--- config.mk ---
export PLATFORM = sky130hd
export DESIGN_NAME = rxq_exc_ctrl
export DESIGN_NICKNAME = d
export VERILOG_FILES = /design/src/rtl/rxq_pkg.sv /design/src/rtl/rxq_brk_gate.sv /design/src/rtl/rxq_store.sv /design/src/rtl/rxq_sched.sv /design/src/rtl/rxq_exc_ctrl.sv
export SDC_FILE = /design/constraint.sdc
export NUM_CORES = 1
export LEC_CHECK = 0
export ABC_AREA = 1
export BUFFER_PORTS_ARGS = -buffer_cell sky130_fd_sc_hd__buf_2
export CAP_MARGIN = 20
export CORE_MARGIN = 5
export CORE_UTILIZATION = 63
export DETAILED_ROUTE_END_ITERATION = 10
export GPL_TIMING_DRIVEN = 0
export PLACE_DENSITY = 0.81
export SLEW_MARGIN = 20
export SYNTH_ARGS = -nofsm -noshare
export SYNTH_HDL_FRONTEND = slang
export SYNTH_HIERARCHICAL = 1
export SYNTH_SLANG_ARGS = --single-unit
export TNS_END_PERCENT = 50
--- constraint.sdc ---
create_clock -name clk -period 4.6 [get_ports clk]
set_input_delay 0.46 -clock clk [delete_from_list [all_inputs] [get_ports clk]]
set_output_delay 0.46 -clock clk [all_outputs]
set_load 0.02 [all_outputs]
--- src/rtl/rxq_pkg.sv ---
package rxq_pkg;

    // Status byte bit positions (software decodes these)
    localparam int ST_PAR = 0;
    localparam int ST_FRM = 1;
    localparam int ST_OVR = 2;
    localparam int ST_BRK = 3;

    typedef enum logic [2:0] {
        SV_IDLE,
        SV_REQ_GOOD,
        SV_REQ_EXC,
        SV_GOOD,
        SV_EXC
    } svc_state_e;

    // One queue slot: tag marks a status byte
    typedef struct packed {
        logic       tag;
        logic [7:0] val;
    } q_slot_t;

endpackage

--- src/rtl/rxq_brk_gate.sv ---
// Turns an incoming character and its flags into a store request,
// collapsing a break of any length into a single null character.
module rxq_brk_gate
    import rxq_pkg::*;
(
    input  logic       clk,
    input  logic       rst_n,
    input  logic       wr_valid,
    input  logic [7:0] wr_char,
    input  logic       wr_parity_err,
    input  logic       wr_frame_err,
    input  logic       wr_overrun,
    input  logic       wr_break,
    input  logic       sticky_ovr,
    output logic       st_req,
    output logic       st_err,
    output logic [7:0] st_status,
    output logic [7:0] st_data
);

    typedef struct packed {
        logic in_break;
    } gate_st_t;

    gate_st_t q, d;

    always_comb begin
        d         = q;
        st_req    = 1'b0;
        st_status = 8'h00;
        st_data   = wr_char;
        if (wr_valid) begin
            if (wr_break) begin
                if (!q.in_break) begin
                    st_req            = 1'b1;
                    st_data           = 8'h00;
                    st_status[ST_BRK] = 1'b1;
                    st_status[ST_OVR] = sticky_ovr;
                    d.in_break        = 1'b1;
                end
            end else begin
                st_req            = 1'b1;
                st_status[ST_PAR] = wr_parity_err;
                st_status[ST_FRM] = wr_frame_err;
                st_status[ST_OVR] = wr_overrun | sticky_ovr;
                d.in_break        = 1'b0;
            end
        end
        st_err = |st_status;
    end

    always_ff @(posedge clk) begin
        if (!rst_n) q <= '0;
        else        q <= d;
    end

endmodule

--- src/rtl/rxq_store.sv ---
// Circular slot store taking up to two pushes and two pops per cycle.
// DEPTH must be a power of two.
module rxq_store
    import rxq_pkg::*;
#(
    parameter  int DEPTH = 16,
    localparam int AW    = $clog2(DEPTH),
    localparam int CW    = $clog2(DEPTH + 1)
) (
    input  logic          clk,
    input  logic          rst_n,
    input  logic [1:0]    push_n,
    input  q_slot_t       push_a,
    input  q_slot_t       push_b,
    input  logic [1:0]    pop_n,
    output q_slot_t       head,
    output logic [CW-1:0] fill
);

    typedef struct packed {
        logic [AW-1:0] wptr;
        logic [AW-1:0] rptr;
        logic [CW-1:0] fill;
    } store_st_t;

    store_st_t q, d;
    q_slot_t   mem [DEPTH];

    always_comb begin
        d      = q;
        d.wptr = q.wptr + AW'(push_n);
        d.rptr = q.rptr + AW'(pop_n);
        d.fill = q.fill + CW'(push_n) - CW'(pop_n);
    end

    always_ff @(posedge clk) begin
        if (!rst_n) q <= '0;
        else        q <= d;
    end

    always_ff @(posedge clk) begin
        if (push_n != 2'd0) mem[q.wptr] <= push_a;
        if (push_n == 2'd2) mem[q.wptr + AW'(1)] <= push_b;
    end

    assign head = (q.fill != '0) ? mem[q.rptr] : '0;
    assign fill = q.fill;

endmodule

--- src/rtl/rxq_sched.sv ---
// Service sequencer: chooses which request to raise and how many
// slots each CPU action removes.
module rxq_sched
    import rxq_pkg::*;
#(
    parameter int CW = 5
) (
    input  logic          clk,
    input  logic          rst_n,
    input  logic          head_tag,
    input  logic [CW-1:0] fill,
    input  logic          exc_pend,
    input  logic [CW-1:0] thresh,
    input  logic          svc_ack,
    input  logic          rd_pop,
    input  logic          svc_end,
    output logic          req_good,
    output logic          req_exc,
    output logic [1:0]    pop_n,
    output logic          pop_status
);

    typedef struct packed {
        svc_state_e st;
        logic [1:0] exc_rd;
    } sched_st_t;

    sched_st_t q, d;

    always_comb begin
        d          = q;
        pop_n      = 2'd0;
        pop_status = 1'b0;
        unique case (q.st)
            SV_IDLE: begin
                if (fill != '0) begin
                    if (head_tag)
                        d.st = SV_REQ_EXC;
                    else if (exc_pend || (fill >= thresh))
                        d.st = SV_REQ_GOOD;
                end
            end
            SV_REQ_GOOD: if (svc_ack) d.st = SV_GOOD;
            SV_REQ_EXC: begin
                if (svc_ack) begin
                    d.st     = SV_EXC;
                    d.exc_rd = 2'd0;
                end
            end
            SV_GOOD: begin
                if (rd_pop && (fill != '0) && !head_tag) pop_n = 2'd1;
                if (svc_end) d.st = SV_IDLE;
            end
            SV_EXC: begin
                if (svc_end) begin
                    pop_n      = 2'd2 - q.exc_rd;
                    pop_status = (q.exc_rd == 2'd0);
                    d.st       = SV_IDLE;
                end else if (rd_pop && (q.exc_rd != 2'd2)) begin
                    pop_n      = 2'd1;
                    pop_status = (q.exc_rd == 2'd0);
                    d.exc_rd   = q.exc_rd + 2'd1;
                end
            end
            default: d.st = SV_IDLE;
        endcase
    end

    always_ff @(posedge clk) begin
        if (!rst_n) q <= '{st: SV_IDLE, exc_rd: 2'd0};
        else        q <= d;
    end

    assign req_good = (q.st == SV_REQ_GOOD);
    assign req_exc  = (q.st == SV_REQ_EXC);

endmodule

--- src/rtl/rxq_exc_ctrl.sv ---
module rxq_exc_ctrl
    import rxq_pkg::*;
#(
    parameter  int DEPTH = 16,
    localparam int CW    = $clog2(DEPTH + 1)
) (
    input  logic          clk,
    input  logic          rst_n,
    input  logic          wr_valid,
    input  logic [7:0]    wr_char,
    input  logic          wr_parity_err,
    input  logic          wr_frame_err,
    input  logic          wr_overrun,
    input  logic          wr_break,
    input  logic [CW-1:0] thresh,
    input  logic          svc_ack,
    input  logic          rd_pop,
    input  logic          svc_end,
    output logic          req_good,
    output logic          req_exc,
    output logic [7:0]    rd_byte,
    output logic          rd_is_status,
    output logic [CW-1:0] fill_level
);

    typedef struct packed {
        logic [CW-1:0] exc_cnt;
        logic          sticky;
    } top_st_t;

    top_st_t       q, d;
    logic          st_req, st_err;
    logic [7:0]    st_status, st_data;
    logic [1:0]    push_n, pop_n;
    logic          pop_status, drop;
    q_slot_t       push_a, push_b, head;
    logic [CW-1:0] fill, free;

    rxq_brk_gate u_gate (
        .clk           (clk),
        .rst_n         (rst_n),
        .wr_valid      (wr_valid),
        .wr_char       (wr_char),
        .wr_parity_err (wr_parity_err),
        .wr_frame_err  (wr_frame_err),
        .wr_overrun    (wr_overrun),
        .wr_break      (wr_break),
        .sticky_ovr    (q.sticky),
        .st_req        (st_req),
        .st_err        (st_err),
        .st_status     (st_status),
        .st_data       (st_data)
    );

    always_comb begin
        d      = q;
        free   = CW'(DEPTH) - fill;
        drop   = st_req && (free < (st_err ? CW'(2) : CW'(1)));
        push_n = 2'd0;
        push_a = '{tag: 1'b0, val: st_data};
        push_b = '{tag: 1'b0, val: st_data};
        if (st_req && !drop) begin
            if (st_err) begin
                push_n = 2'd2;
                push_a = '{tag: 1'b1, val: st_status};
            end else begin
                push_n = 2'd1;
            end
        end
        if (drop)                d.sticky = 1'b1;
        else if (push_n != 2'd0) d.sticky = 1'b0;
        d.exc_cnt = q.exc_cnt + CW'(push_n == 2'd2) - CW'(pop_status);
    end

    always_ff @(posedge clk) begin
        if (!rst_n) q <= '0;
        else        q <= d;
    end

    rxq_store #(.DEPTH(DEPTH)) u_store (
        .clk    (clk),
        .rst_n  (rst_n),
        .push_n (push_n),
        .push_a (push_a),
        .push_b (push_b),
        .pop_n  (pop_n),
        .head   (head),
        .fill   (fill)
    );

    rxq_sched #(.CW(CW)) u_sched (
        .clk        (clk),
        .rst_n      (rst_n),
        .head_tag   (head.tag),
        .fill       (fill),
        .exc_pend   (q.exc_cnt != '0),
        .thresh     (thresh),
        .svc_ack    (svc_ack),
        .rd_pop     (rd_pop),
        .svc_end    (svc_end),
        .req_good   (req_good),
        .req_exc    (req_exc),
        .pop_n      (pop_n),
        .pop_status (pop_status)
    );

    assign rd_byte      = head.val;
    assign rd_is_status = head.tag;
    assign fill_level   = fill;

endmodule

==> metrics.txt <==
status completed; Mapped Cells approximately 1300; Rows 47; crit path DAT 4430 ps; clock transition at the registers of the reported paths 60 ps; final hold violation count 0; IO Port Bufs 38; share of layout cells above drive strength 1 between 10 and 15%; vias in the first global route roughly 8900; clk_lat worst skew 430 ps; most frequent cells in the layout nand2_1, inv_1, edfxtp_1, nand3_1, o21ai_1; Final Cell Area ~12000 um^2; Initial Util approximately 64%; maximum VDD drop approximately 0.33 mV; Psw ~2.1 mW; Slew @ Worst Pin about 1000 ps; cell taking the most area after synthesis edfxtp_1; combinational share of power between 30% and 40%; clock group share of total power 24.9%; ANT cells 0; Syn Area/Cell 8.01 um^2; Layout Skew between 6 and 7 ps; overflow left after global routing 0; Sum Neg Setup Slack 0 ps; drt drc 0; gr usage total between 30% and 40%; Setup crit end kind flip-flop; Pwr Total between 5 and 6 mW; Power Density around 470 nW/um^2; Sink Count 169; Die Area roughly 19000 um^2; FF+latch count, synth between 150 and 200; crit share post-route between 90% and 100%; Die Y-Extent roughly 140 um; core area between 15000 and 20000 um^2; Fin Hold WS 308 ps; Max Freq between 200 and 250 MHz; maxcap violations 0; CTS tree built; wire per inst between 15 and 20 um; initial antenna violation count 0; Startpoint Class flip-flop; FILL cells ~1300; max_slew headroom between 30 and 40%; wirelength, routed between 30000 and 40000 um; dpl hpwl 21200 um; Placed Area approximately 11000 um^2; leakage power around 5.2 nW; Warnings, synthesis 6; Root Buffer Master clkbuf_16; Cell Count, Final, Fillers Out between 1500 and 2000; DR iter-0 viols ~1400; largest net degree at the start of global routing 17; vias approximately 9400; Die Width ~140 um; Pins Over Slew Limit 0; Hold Crit Class in -> reg; Crit path required time roughly 4700 ps; vias per inst just under 6; dpl cells between 1500 and 2000; Yosys top cell area share slightly above 40%; commonest non-fill, non-tap cell in the layout nand2_1; crit-path max FO 10; switching share of total power about two fifths; Setup CP Type reg -> reg; Hold Buf Count CTS 0; largest cells by area after synthesis edfxtp_1, nand2_1, inv_1; I/O pin count 39; clk buf depth 2; final setup violation count 0; total CTS buffers 17; P_int 3.37 mW; sequential area share after synthesis ~46%; GPL Wtd Cong 1.03; Distinct cells, synth 41; nets@finish around 1400; Mapped Area ~10000 um^2; area grow syn2layout 11.1%; power share of the sequential group between 30% and 40%; ANT nets after route 0; H-tree levels 4; first-pass GRT wire length around 47000 um; drt pass-1 iters 6; Tmin final about 4400 ps
## state kept, by name, indices dropped and copies added, names as in the netlist
signal	count
u_store/mem	144
u_store/q	8
q	6
u_sched/q	5
u_store/fill	5
u_gate/q	1
## logic make-up (layout without fill, tap and decap cells)
| logic type | after synthesis | after routing | synth area share (%) |
|---|---|---|---|
| DFF | 169 | 169 | 46.1 |
| adders and majority gates | 30 | 30 | 3.94 |
| and+or+nand+nor | 649 | 649 | 28.4 |
| xor gates and xnor gates | 2 | 2 | 0.167 |
| buffers and inverters | 254 | 328 | 10.9 |
| other | 2 | 5 | 0.0717 |
| AOI/OAI and AO/OA | 202 | 202 | 10.5 |
## layout make-up
cell class                      count  area, um^2  share of cell area, %
Tap cell                          220         275                   2.37
Timing Repair Buffer               42         220                   1.89
Buffer                             84         498                   4.28
Multi-Input combinational cell    888        4610                   39.7
Sequential cell                   169        4820                   41.5
Inverter                          170         639                   5.50
Clock buffer                       23         488                   4.20
Clock inverter                      9        71.3                  0.613
## synth_stat cells
| cell | instances |
|---|---|
| nor2_2 | 1 |
| clkinv_1 | 3 |
| conb_1 | 2 |
| nor2_1 | 40 |
| nand2_1 | 454 |
| nor2_8 | 2 |
| nand3_2 | 4 |
| o31ai_1 | 16 |
| clkbuf_1 | 29 |
| o21ai_0 | 59 |
| inv_1 | 152 |
| buf_4 | 9 |
| dfxtp_1 | 25 |
| nor3_2 | 1 |
| o21ai_2 | 10 |
| nand4_1 | 2 |
| a21oi_1 | 25 |
| a21o_1 | 1 |
| inv_2 | 14 |
| nand3_4 | 17 |
| nand2_2 | 10 |
| a21oi_2 | 1 |
| nor2_4 | 6 |
| buf_1 | 19 |
| buf_2 | 9 |
| clkbuf_2 | 1 |
| o21ai_1 | 87 |
| nand3_1 | 110 |
| clkinv_2 | 1 |
| nand2_8 | 1 |
| xor2_1 | 1 |
| buf_12 | 1 |
| o32ai_1 | 1 |
| o21bai_1 | 1 |
| edfxtp_1 | 144 |
| buf_6 | 16 |
| ha_1 | 25 |
| nand3b_1 | 1 |
| fa_1 | 5 |
| o21a_1 | 1 |
| xnor2_1 | 1 |
## power by group through the flow
| stage | sequential (mW) | clock, mW | combinational (mW) |
|---|---|---|---|
| floorplan | 1.99 | 0 | 1.50 |
| global placement | 2.00 | 0 | 1.99 |
| detailed placement | 2.00 | 0 | 2.08 |
| CTS | 1.97 | 1.36 | 2.10 |
| global route | 1.99 | 1.43 | 2.36 |
| finish | 1.97 | 1.36 | 2.15 |
## final timing paths
path / end / slack (ps) / start / cells past startpoint
min reg2reg: u_sched/q[1] / 500 / u_sched/q[1] / 2
max: u_store/mem[13][6] / 220 / u_gate/q / 14
min: u_gate/q / 310 / wr_valid / 3
max reg2reg: u_store/mem[13][6] / 220 / u_gate/q / 14
## timing repair
| item | in CTS | in global routing |
|---|---|---|
| resized for setup | 0 | 2 |
| buffers inserted | 0 | 0 |
| endpoints found under the setup margin | 0 | 69 |
## per-layer routing
layer | track usage (%) | share of wire, % | vias up
met5 | 0 | 0 | -
met4 | 16.6 | 5.3 | 0
met3 | 8.41 | 13 | 129
met2 | 49.6 | 45 | 666
met1 | 40.6 | 36 | 4240
li1 | - | - | 4367
## worst max-delay path, stage by stage, from the launching register on
cell and delay [ps]:
dfxtp_1 330, a21oi_2 290, nand2_1 120, nand3_1 100
buf_2 230, inv_2 140, ha_1 300, o21a_1 160
nor2_4 50, nand3_4 130, nand2_8 110, nor2_2 320
nor2_1 290, clkbuf_1 460, o31ai_2 970
## through the flow
stage	setup WS (ps)	util (%)
6_report	223	70.6
5_1_grt	-31.0	70.6
4_1_cts	61.5	70.6
3_5_place_dp	-183	67.2
3_3_place_gp	-465	66.5
2_1_floorplan	665	-
No activity file was read; power rests on OpenSTA's default activity.
